$ cat src/rtl/gpio_edge_irq.sv
module gpio_edge_irq #(
  parameter int NPINS = 32,
  parameter int TRIG  = 0
) (
  input  logic             clk,
  input  logic             rst_n,
  input  logic [3:0]       bus_addr,
  input  logic             bus_we,
  input  logic [31:0]      bus_wdata,
  output logic [31:0]      bus_rdata,
  input  logic [NPINS-1:0] pin_in,
  output logic [NPINS-1:0] pin_out,
  output logic [NPINS-1:0] pin_oe,
  output logic             irq
);
  localparam bit IS_LEVEL = (TRIG == 3);

  logic [NPINS-1:0] out_q, dir_q, en_q, cap_q;
  logic [NPINS-1:0] s1_q, s2_q, prev_q, edge_v, clr_v, wval;
  logic [1:0]       sel;
  logic [31:0]      rd_d;
  logic [1:0]       unused_addr;

  assign sel         = bus_addr[3:2];
  assign unused_addr = bus_addr[1:0];
  assign wval        = bus_wdata[NPINS-1:0];
  assign clr_v       = (bus_we && sel == 2'd3) ? wval : '0;

  generate
    if (TRIG == 0)      begin : g_rise assign edge_v = s2_q & ~prev_q; end
    else if (TRIG == 1) begin : g_fall assign edge_v = ~s2_q & prev_q; end
    else if (TRIG == 2) begin : g_both assign edge_v = s2_q ^ prev_q;  end
    else                begin : g_lvl  assign edge_v = '0;             end
  endgenerate

  always_ff @(posedge clk or negedge rst_n) begin
    if (!rst_n) begin
      s1_q   <= '0;
      s2_q   <= '0;
      prev_q <= '0;
    end else begin
      s1_q   <= pin_in;
      s2_q   <= s1_q;
      prev_q <= s2_q;
    end
  end

  always_ff @(posedge clk or negedge rst_n) begin
    if (!rst_n) begin
      out_q <= '0;
      dir_q <= '0;
      en_q  <= '0;
      cap_q <= '0;
    end else begin
      if (bus_we && sel == 2'd0) out_q <= wval;
      if (bus_we && sel == 2'd1) dir_q <= wval;
      if (bus_we && sel == 2'd2) en_q  <= wval;
      cap_q <= (cap_q & ~clr_v) | edge_v;
    end
  end

  always_comb begin
    rd_d = '0;
    case (sel)
      2'd0:    rd_d[NPINS-1:0] = s2_q;
      2'd1:    rd_d[NPINS-1:0] = dir_q;
      2'd2:    rd_d[NPINS-1:0] = en_q;
      default: rd_d[NPINS-1:0] = cap_q;
    endcase
  end

  always_ff @(posedge clk or negedge rst_n) begin
    if (!rst_n) bus_rdata <= '0;
    else        bus_rdata <= rd_d;
  end

  assign pin_out = out_q;
  assign pin_oe  = dir_q;
  assign irq     = IS_LEVEL ? |(s2_q & en_q) : |(cap_q & en_q);

  a_r3_dir_write: assert property (@(posedge clk) disable iff (!rst_n)
    (bus_we && sel == 2'd1) |=> pin_oe == $past(wval));
  a_r3_out_write: assert property (@(posedge clk) disable iff (!rst_n)
    (bus_we && sel == 2'd0) |=> pin_out == $past(wval));
  a_r2_read_latency: assert property (@(posedge clk) disable iff (!rst_n)
    (!bus_we && sel == 2'd2) |=> bus_rdata[NPINS-1:0] == $past(en_q));
  a_r6_edge_captured: assert property (@(posedge clk) disable iff (!rst_n)
    (edge_v != '0) |=> ((cap_q & $past(edge_v)) == $past(edge_v)));
  a_r7_clear: assert property (@(posedge clk) disable iff (!rst_n)
    (bus_we && sel == 2'd3) |=> ((cap_q & $past(wval & ~edge_v)) == '0));
  a_r11_masked_quiet: assert property (@(posedge clk) disable iff (!rst_n)
    (en_q == '0) |-> !irq);
endmodule

$ cat config.mk
export PLATFORM = sky130hd
export DESIGN_NAME = gpio_edge_irq
export DESIGN_NICKNAME = d
export VERILOG_FILES = /design/src/rtl/gpio_edge_irq.sv
export SDC_FILE = /design/constraint.sdc
export NUM_CORES = 1
export LEC_CHECK = 0
export BUFFER_PORTS_ARGS = -buffer_cell sky130_fd_sc_hd__buf_2
export CAP_MARGIN = 20
export CORE_MARGIN = 2
export CORE_UTILIZATION = 45
export CTS_BUF_LIST = sky130_fd_sc_hd__clkbuf_4 sky130_fd_sc_hd__clkbuf_8 sky130_fd_sc_hd__clkbuf_16
export CTS_CLUSTER_DIAMETER = 50
export CTS_CLUSTER_SIZE = 12
export DETAILED_ROUTE_END_ITERATION = 16
export PLACE_DENSITY = 0.67
export SKIP_CTS_REPAIR_TIMING = 1
export SYNTH_ARGS = -nofsm -noshare
export SYNTH_HDL_FRONTEND = slang
export SYNTH_SLANG_ARGS = --single-unit
$ cat constraint.sdc
create_clock -name clk -period 1.8 [get_ports clk]
set_input_delay 0.36 -clock clk [delete_from_list [all_inputs] [get_ports clk]]
set_output_delay 0.36 -clock clk [all_outputs]
set_load 0.1 [all_outputs]
; ---- Yosys cells after proc, flatten, opt, wreduce, memory -nomap -nowiden
; Index checks and enable logic that the tools add are counted.
[op_classes]
reduce_logical = 6
bitwise_logic = 6
mux = 2
n_div = 0
order_cmp = 0
eq_ne = 3
shifts = 0
multipliers = 0
n_addsub = 0
[ops]
columns = cell, count
row1 = $and A32 B32 Y32, 3
row2 = $pmux W32 S3, 1
row3 = $not A32 Y32, 2
row4 = $mux W32, 1
row5 = $or A32 B32 Y32, 1
row6 = $reduce_or A32 Y1, 1
row7 = $eq A2 B2 Y1 const B, 2
row8 = $logic_and A1 B1 Y1, 4
row9 = $eq A2 B1 Y1 const B, 1
row10 = $logic_not A2 Y1, 1
[word_totals]
rom_bits = 0
n_memories = 0
ff_bits = 256
in_bits = 71
ramBits = 0
output_inout_bits = 97
latch_bits = 0

; ---- Depth between registers and ports, before layout
; Gate-level depths: netlist of run 1.
[depth]
depth_word = 6
mapped_depth = 6
mapped_depth_nobuf = 3

; ---- Least setup slack after synthesis of run 1
; No wires, ideal clock.
[synth_path]
kind = reg-to-output
start = register cap_q[23]
end = output irq
t_arrival_ns = 1.597
slack_ns = -0.157
stages_incl_launch_ff = 4
path_cell_list = dfrtp_1 -> a22oi_1 -> nand4_1 -> or4_1
[synth_via]
elab_chain_cells = 2
[synth_lines]
columns = element, line_no
row1 = start: declaration, 18  ; logic [NPINS-1:0] out_q, dir_q, en_q, cap_q;
row2 = start signal: assignment, 58  ; cap_q <= (cap_q & ~clr_v) | edge_v;
row3 = $and A32 B32 Y32, 79  ; assign irq = IS_LEVEL ? |(s2_q & en_q) : |(cap_q & en_q);
row4 = $reduce_or A32 Y1, 79
row5 = end: declaration, 14  ; output logic irq
; No other way between the ends.

; ---- Worst setup path after layout of run 1
[layout_path]
start = register cap_q[20]
end = output irq
; Same word-level chain as after synthesis.

==> flow_metrics.env, run 1 <==
export IMPL_status="finished, violations left"
export IMPL_violations="negative setup slack"
export IMPL_drive_gt1_frac=0.506
export IMPL_insertion_delay_ps=530
export IMPL_antenna_found_initial=0
export IMPL_grtUsageTotal=0.189
export IMPL_grt_setup_unrepaired="true"
export IMPL_grt_pass1_vias=5911
export IMPL_min_from="bus_wdata[6]"
export IMPL_ys_ff_latch=256
export IMPL_slew_headroom=0.649
export IMPL_hold_class="in2reg"
export IMPL_num_rows=51
export IMPL_ant_nets=0
export IMPL_yosys_area_top_type="dfrtp_1"
export IMPL_postRouteWirelength_um=20000
export IMPL_routabilityCongestion=0.831
export IMPL_fp_dieArea_um2=21400
export IMPL_fillCellCount=1481
export IMPL_synthCells=526
export IMPL_syn_avg_cell_area_um2=17.3
export IMPL_ioPinCount=168
export IMPL_r2r_slack_ps=590
export IMPL_finalCriticalPeriod_ps=2450
export IMPL_crit_required_ps=1440
export IMPL_insertedDiodeCount=0
export IMPL_r2r_start="en_q[26]"
export IMPL_yosysSeqAreaShare=0.705
export IMPL_drc=0
export IMPL_critPathLaunchType="register"
export IMPL_yosys_top_cells_count="dfrtp_1 (256), mux2_2 (92)"
export IMPL_critPathArrivalTime_ps=2090
export IMPL_synth_most_common_cell="dfrtp_1"
export IMPL_cts_sinks=256
export IMPL_die_y_um=146
export IMPL_wl_per_cell_um=18.5
export IMPL_fmax_ghz=0.409
export IMPL_power_density_nw_per_um2=1460
export IMPL_end_kind="output port"
export IMPL_synth_area_um2=9090
export IMPL_finalHoldViolations=0
export IMPL_hold_depth=2
export IMPL_synth_warnings=0
export IMPL_crit_type="reg2out"
export IMPL_grt_pass1_wl_um=32100
export IMPL_clk_path_buf_depth=3
export IMPL_portBuffers=165
export IMPL_num_nets_final=875
export IMPL_viasPerCell=5.07
export IMPL_r2r_end="bus_rdata[26]"
export IMPL_root_buffer="clkbuf_16"
export IMPL_hold_end="en_q[6]"
export IMPL_htreeDepth=1
export IMPL_coreArea_um2=19700
export IMPL_rr_worst_depth=3
export IMPL_fin_cells=1080
export IMPL_synth_top_cell_area_share=0.705
export IMPL_synth_edf_count=0
export IMPL_dp_hpwl_um=13800
export IMPL_finalMaxSlewViolations=0
export IMPL_dr_pass1_iters=4
export IMPL_setup_viol=1
export IMPL_clk_pin_slew_ps=60
export IMPL_fin_setup_tns_ps=-646
export IMPL_start_util=0.463
export IMPL_placed_cells=1005
export IMPL_async_flop_share=1.00
export IMPL_finalClockSkew_ps=13.7
export IMPL_tightest_slew_ps=530
export IMPL_peakVddDrop_v=0.000938
export IMPL_syn_nets=597
export IMPL_cap_violations=0
export IMPL_drtIter0Drc=254
export IMPL_cts_made_buffers=28
export IMPL_num_vias=5479
export IMPL_fp_dieW_um=146
export IMPL_power_leakage_nw=5.64
export IMPL_area_growth_pct=33.2
export IMPL_fin_ws_ps=-646
export IMPL_synth_ff_type="dfrtp_1"
export IMPL_yosysUniqueCellTypes=16
export IMPL_cp_max_fo=2
export IMPL_grt_overflow_total=0
export IMPL_cts_tree="built"
export IMPL_netlist_top_cells_area="dfrtp_1 (70%), mux2_2 (11%), mux4_2 (7.9%)"
export IMPL_grt_max_degree=59
export IMPL_post_route_period_util=1.36
worst max-delay path: stages, from the launching register on:
cell,delay [ps]
dfrtp_1,400
a22oi_2,230
nand4_1,170
or4_4,580
buf_12,180
registers in the layout (all words and copies together) (netlist names):
name       flops
prev_q        32
pin_oe        32
en_q          32
cap_q         32
pin_out       32
s2_q          32
bus_rdata     32
s1_q          32
routing by layer:
layer  vias up  wire (um)  global-route usage
li1       2445          -                   -
met1      2858       8800               0.268
met2       147       9820               0.304
met3        29        962              0.0359
met4         0        398              0.0524
met5         -          0                   0
through the flow:
stage | total power [mW] | hold slack (ps) | cell area [um2] | util | worst slack (ps)
final | 17.7 | 91.4 | 12100 | 0.616 | -646
after global routing | 18.3 | 97.7 | 12100 | 0.616 | -705
after CTS | 17.8 | -232 | 11700 | 0.597 | -883
after detailed placement | 12.0 | 329 | 10800 | 0.549 | -313
after global placement | 11.9 | 322 | 10800 | 0.549 | -321
after floorplan | 10.7 | 64.4 | 9090 | - | 87.1
layout make-up:
cell class,instances,area [um2],share of cell area
multi-input cells,217,2450,0.203
repair buffers,269,1860,0.154
clock buffers,31,736,0.0608
inverters,32,120,0.00992
clock inverters,10,195,0.0161
well taps,265,332,0.0274
flip-flops and latches,256,6410,0.529
cell usage in the layout, fill, tap and decap left out:
cell / instances
dlygate4sd3_1: 33
buf_12: 13
mux4_2: 32
buf_2: 163
nand2_1: 32
dfrtp_1: 256
mux2_2: 92
clkbuf_16: 28
clkbuf_4: 1
nand3b_4: 2
clkbuf_8: 2
clkinv_4: 1
or4_4: 1
inv_1: 32
a22oi_2: 6
buf_8: 1
mux2_1: 4
a22o_1: 32
bufinv_16: 5
nand4_1: 4
nor3b_4: 1
a22oi_1: 10
and3_2: 1
clkinvlp_4: 2
clkinv_2: 1
buf_4: 59
clkinv_8: 1
cell families (layout without fill, tap and decap cells):
family                 after synthesis  in the layout  synth area share
DFF                                256            256             0.705
buffers and inverters               53            342            0.0290
muxes                              128            128             0.198
AOI/OAI and AO/OA                   48             48            0.0440
and+or+nand+nor                     41             41            0.0241
power by group:
part | switching (mW) | internal [mW]
Combinational | 3.79 | 1.23
Clock | 2.18 | 3.61
Sequential | 0.422 | 6.47
Total | 6.38 | 11.3
worst max path at each step:
| stage | to | slack (ps) | cells past startpoint | from |
|---|---|---|---|---|
| 6_report | irq | -650 | 4 | cap_q[20] |
| 5_1_grt | irq | -710 | 4 | cap_q[25] |
| 4_1_cts | irq | -880 | 5 | cap_q[26] |
| 3_5_place_dp | irq | -310 | 5 | cap_q[26] |
| 3_3_place_gp | irq | -320 | 5 | cap_q[26] |
| 2_1_floorplan | irq | 90 | 3 | cap_q[23] |
(Power assumes the default switching activity.)
==> inputs of run 2 (changes only) <==
--- a/config.mk
+++ b/config.mk
@@ -7,13 +7,15 @@
 export LEC_CHECK = 0
 export BUFFER_PORTS_ARGS = -buffer_cell sky130_fd_sc_hd__buf_2
 export CAP_MARGIN = 20
+export CELL_PAD_IN_SITES_DETAIL_PLACEMENT = 1
+export CELL_PAD_IN_SITES_GLOBAL_PLACEMENT = 2
 export CORE_MARGIN = 2
-export CORE_UTILIZATION = 45
+export CORE_UTILIZATION = 40
 export CTS_BUF_LIST = sky130_fd_sc_hd__clkbuf_4 sky130_fd_sc_hd__clkbuf_8 sky130_fd_sc_hd__clkbuf_16
 export CTS_CLUSTER_DIAMETER = 50
 export CTS_CLUSTER_SIZE = 12
 export DETAILED_ROUTE_END_ITERATION = 16
-export PLACE_DENSITY = 0.67
+export PLACE_DENSITY_LB_ADDON = 0.1
 export SKIP_CTS_REPAIR_TIMING = 1
 export SYNTH_ARGS = -nofsm -noshare
 export SYNTH_HDL_FRONTEND = slang
==> run 2 against run 1 <==
  * The flow still finishes with violations (negative setup slack)
  * Die area up 12%
  * Setup slack worse by 96 ps
  * Utilization down 7.1 points
  * Critical path type unchanged
  * Sequential power about the same
==> flow_metrics.env, run 2 (synthesized netlist as in run 1, its figures left out) <==
export IMPL_crit_required_ps=1440
export IMPL_crit_chain="a22oi_1 -> nand4_1 -> or4_4 -> buf_12"
export IMPL_wl_per_cell_um=19.9
export IMPL_cts_sinks=256
export IMPL_power_leakage_nw=5.74
export IMPL_finalHoldViolations=0
export IMPL_critPathArrivalTime_ps=2180
export IMPL_multi_input_area_um2=2430
export IMPL_mostFrequentLayoutCells="dfrtp_1 (256), buf_2 (163), mux2_2 (92)"
export IMPL_grt_max_degree=81
export IMPL_fin_ws_ps=-741
export IMPL_drc=0
export IMPL_cts_tree="built"
export IMPL_critPathLaunchType="register"
export IMPL_num_vias=5562
export IMPL_ant_nets=0
export IMPL_violations="negative setup slack"
export IMPL_start_util=0.404
export IMPL_dr_wl_met2_um=10900
export IMPL_peakVddDrop_v=0.000776
export IMPL_grt_setup_unrepaired="true"
export IMPL_max_stage_delay_ps=500
export IMPL_insertion_delay_ps=540
export IMPL_root_buffer="clkbuf_16"
export IMPL_hold_class="in2reg"
export IMPL_dr_pass1_iters=4
export IMPL_coreArea_um2=22500
export IMPL_r2r_slack_ps=630
export IMPL_drive_gt1_frac=0.513
export IMPL_portBuffers=165
export IMPL_fp_dieW_um=155
export IMPL_fillCellCount=2193
export IMPL_grt_pass1_vias=6197
export IMPL_ioPinCount=168
export IMPL_status="finished, violations left"
export IMPL_slew_headroom=0.655
export IMPL_htreeDepth=1
export IMPL_clk_path_buf_depth=3
export IMPL_viasPerCell=4.96
export IMPL_power_density_nw_per_um2=1460
export IMPL_drtIter0Drc=218
export IMPL_num_nets_final=888
export IMPL_wl_met1_um=10000
export IMPL_grtUsageTotal=0.192
export IMPL_hold_depth=2
export IMPL_highest_signal_layer="met4"
export IMPL_antenna_found_initial=0
export IMPL_placed_cell_area_um2=10900
export IMPL_stdcell_area_um2=12300
export IMPL_cap_violations=0
export IMPL_fin_setup_tns_ps=-741
export IMPL_fmax_ghz=0.394
export IMPL_cp_max_fo=2
export IMPL_regArea_um2=6410
export IMPL_dp_hpwl_um=15300
export IMPL_post_route_period_util=1.41
export IMPL_setup_viol=1
export IMPL_area_growth_pct=34.8
export IMPL_num_rows=55
export IMPL_end_kind="output port"
export IMPL_routabilityCongestion=0.769
export IMPL_grt_overflow_total=0
export IMPL_finalClockSkew_ps=9.58
export IMPL_finalMaxSlewViolations=0
export IMPL_layout_commonest_cell="dfrtp_1"
export IMPL_finalHoldWorstSlack_ps=86.4
export IMPL_finalCriticalPeriod_ps=2540
export IMPL_fp_dieArea_um2=24000
export IMPL_dr_wl_met3_um=895
export IMPL_tightest_slew_ps=520
export IMPL_insertedDiodeCount=0
export IMPL_cts_made_buffers=30
export IMPL_crit_type="reg2out"
export IMPL_grt_pass1_wl_um=35600
export IMPL_slowest_stage="or4_4"
export IMPL_die_y_um=155
export IMPL_postRouteWirelength_um=22300
export IMPL_rr_worst_depth=2
export IMPL_clk_pin_slew_ps=60
## run 2: worst max-delay path, delay by kind of cell (launching register included)
kind,cells,cell delay [ps]
and+or+nand+nor,2,700
buffers and inverters,1,190
AOI/OAI and AO/OA,1,350
DFF,1,390
## run 2: path summary, 6_finish.rpt
| path | startpoint | endpoint |
|---|---|---|
| min in group asynchronous | rst_n | s1_q[12] |
| max in group asynchronous | rst_n | en_q[10] |
| setup / recovery | en_q[21] | irq |
| setup reg to reg | cap_q[19] | bus_rdata[19] |
| hold / removal | bus_wdata[9] | en_q[9] |
| hold reg to reg | s1_q[15] | s2_q[15] |
## run 2: layer usage
layer	vias up	track usage
met5	-	0
met4	0	0.0560
met3	40	0.0283
met2	142	0.316
met1	2913	0.268
li1	2467	-
## run 2: final cells by class
class / count / share of cell area
Inverter: 32 / 0.00980
Clock buffer: 37 / 0.0685
Multi-Input combinational cell: 217 / 0.199
Clock inverter: 14 / 0.0112
Timing Repair Buffer: 280 / 0.160
Sequential cell: 256 / 0.523
Tap cell: 285 / 0.0291
## run 2: where the power goes
| part | internal, mW | switching, mW |
|---|---|---|
| sequential | 6.47 | 0.407 |
| clock | 3.58 | 2.34 |
| combinational | 1.27 | 3.84 |
## run 2: stage by stage
stage                     cells  power, mW   util  worst slack (ps)
after floorplan             526       10.7      -              87.1
after global placement     1037       12.0  0.485              -315
after detailed placement   1037       12.1  0.485              -335
after CTS                  1088       18.0  0.529              -909
after global routing       1121       18.6  0.545              -818
final                      1121       17.9  0.545              -741
==> inputs of run 3 (changes only) <==
--- a/config.mk
+++ b/config.mk
@@ -9,6 +9,7 @@
 export CAP_MARGIN = 20
 export CELL_PAD_IN_SITES_DETAIL_PLACEMENT = 1
 export CELL_PAD_IN_SITES_GLOBAL_PLACEMENT = 2
+export CORE_ASPECT_RATIO = 0.6
 export CORE_MARGIN = 2
 export CORE_UTILIZATION = 40
 export CTS_BUF_LIST = sky130_fd_sc_hd__clkbuf_4 sky130_fd_sc_hd__clkbuf_8 sky130_fd_sc_hd__clkbuf_16
==> run 3 against run 2 <==
  * The run still ends with negative setup slack left
  * Critical endpoint unchanged
  * Design area decreased by 3.9%
  * Total power down 8.4%
  * Largest power group unchanged
  * Sequential power increased by 0.7%
  * Critical path type unchanged
  * Highest routed layer unchanged
  * Largest cell class unchanged
  * Combinational power fell by 2%
  * Register-to-register slack got worse by 20 ps
  * Via count is 1.5% lower
  * Setup slack worse by 81 ps
==> flow_metrics.env, run 3 (synthesized netlist as in run 1, its figures left out) <==
export IMPL_post_route_period_util=1.46
export IMPL_clk_path_buf_depth=3
export IMPL_htreeDepth=1
export IMPL_insertion_delay_ps=510
export IMPL_mostFrequentLayoutCells="dfrtp_1 (256), buf_2 (163), mux2_2 (92)"
export IMPL_antenna_found_initial=0
export IMPL_crit_required_ps=1440
export IMPL_power_density_nw_per_um2=1390
export IMPL_drive_gt1_frac=0.489
export IMPL_status="finished, violations left"
export IMPL_finalHoldViolations=0
export IMPL_slowest_stage="or4_4"
export IMPL_num_nets_final=869
export IMPL_insertedDiodeCount=0
export IMPL_finalClockSkew_ps=5.86
export IMPL_crit_buf_inv=2
export IMPL_cp_max_fo=2
export IMPL_peakVddDrop_v=0.000757
export IMPL_grt_pass1_vias=6067
export IMPL_coreArea_um2=22200
export IMPL_dp_hpwl_um=15700
export IMPL_cts_sinks=256
export IMPL_dr_pass1_iters=4
export IMPL_drtIter0Drc=255
export IMPL_power_leakage_nw=5.47
export IMPL_fmax_ghz=0.381
export IMPL_grt_pass1_wl_um=35800
export IMPL_placed_cells=1046
export IMPL_placed_cell_area_um2=10800
export IMPL_fin_cells=1106
export IMPL_cap_violations=0
export IMPL_drc=0
export IMPL_grtUsageTotal=0.198
export IMPL_portBuffers=165
export IMPL_die_y_um=121
export IMPL_wl_per_cell_um=20.9
export IMPL_routabilityCongestion=0.751
export IMPL_cts_tree="built"
export IMPL_num_vias=5481
export IMPL_critPathArrivalTime_ps=2260
export IMPL_max_stage_delay_ps=540
export IMPL_area_growth_pct=29.6
export IMPL_root_buffer="clkbuf_16"
export IMPL_tightest_slew_ps=532
export IMPL_slew_headroom=0.648
export IMPL_end_kind="output port"
export IMPL_fin_ws_ps=-822
export IMPL_fp_dieW_um=199
export IMPL_hold_class="in2reg"
export IMPL_setup_viol=1
export IMPL_viasPerCell=4.96
export IMPL_crit_family="simple AND/OR/NAND/NOR gates"
export IMPL_layout_commonest_cell="dfrtp_1"
export IMPL_stdcell_area_um2=11800
export IMPL_clk_pin_slew_ps=60
export IMPL_cts_made_buffers=25
export IMPL_ioPinCount=168
export IMPL_fillCellCount=2173
export IMPL_ant_nets=0
export IMPL_grt_max_degree=67
export IMPL_crit_type="reg2out"
export IMPL_fp_dieArea_um2=24000
export IMPL_crit_chain="a22oi_2 -> buf_4 -> nand4_1 -> or4_4 -> buf_8"
export IMPL_finalCriticalPeriod_ps=2620
export IMPL_critPathLaunchType="register"
export IMPL_num_rows=42
export IMPL_finalMaxSlewViolations=0
export IMPL_grt_overflow_total=0
export IMPL_postRouteWirelength_um=23100
export IMPL_violations="negative setup slack"
export IMPL_start_util=0.410
export IMPL_grt_setup_unrepaired="true"
## run 3: cell count changes in the layout (fill, tap and decap cells not counted), sizes merged
| cell | previous run | this run |
|---|---|---|
| buf | 247 | 233 |
| bufinv | 2 | 0 |
| clkbuf | 37 | 25 |
| clkinv | 10 | 1 |
| inv | 33 | 32 |
## run 3: per-stage QoR
step	utilization	hold slack, ps	TNS [ps]	setup slack, ps	power (mW)
final	0.531	116	-822	-822	16.4
after CTS	0.516	-282	-1100	-1100	16.5
after global placement	0.487	257	-548	-548	11.9
after floorplan	-	64.4	0	87.1	10.7
after global routing	0.531	119	-925	-925	17.1
after detailed placement	0.487	264	-546	-546	12.0
## run 3: where the power goes
part	total, mW	internal, mW	switching, mW
registers	6.93	6.47	0.460
clock network	4.44	2.44	2.00
logic	5.02	1.21	3.81
total	16.4	10.1	6.27
## run 3: cell type report
cell class	count	area [um2]	area share
clock inverter	2	12.5	0.00106
clock buffer	25	626	0.0531
tap	308	385	0.0327
timing repair buffer	266	1800	0.153
multi-input combinational	217	2430	0.206
sequential	256	6410	0.544
inverter	32	120	0.0102
## run 3: layer usage
| metal | GRT usage | up-vias | wire length, um |
|---|---|---|---|
| met5 | 0 | - | 0 |
| met4 | 0.0420 | 0 | 361 |
| met3 | 0.0407 | 32 | 1060 |
| met2 | 0.311 | 126 | 10700 |
| met1 | 0.288 | 2912 | 11000 |
| li1 | - | 2411 | - |
## run 3: worst paths after layout
path	from	end	slack, ps	cells after the start
worst max-delay path	en_q[25]	irq	-820	5
worst min-delay path	bus_wdata[7]	en_q[7]	120	2
worst max register to register	cap_q[6]	bus_rdata[6]	610	2
worst min register to register	s1_q[9]	s2_q[9]	350	0
max in group asynchronous	rst_n	cap_q[16]	830	3
min in group asynchronous	rst_n	pin_out[22]	320	2
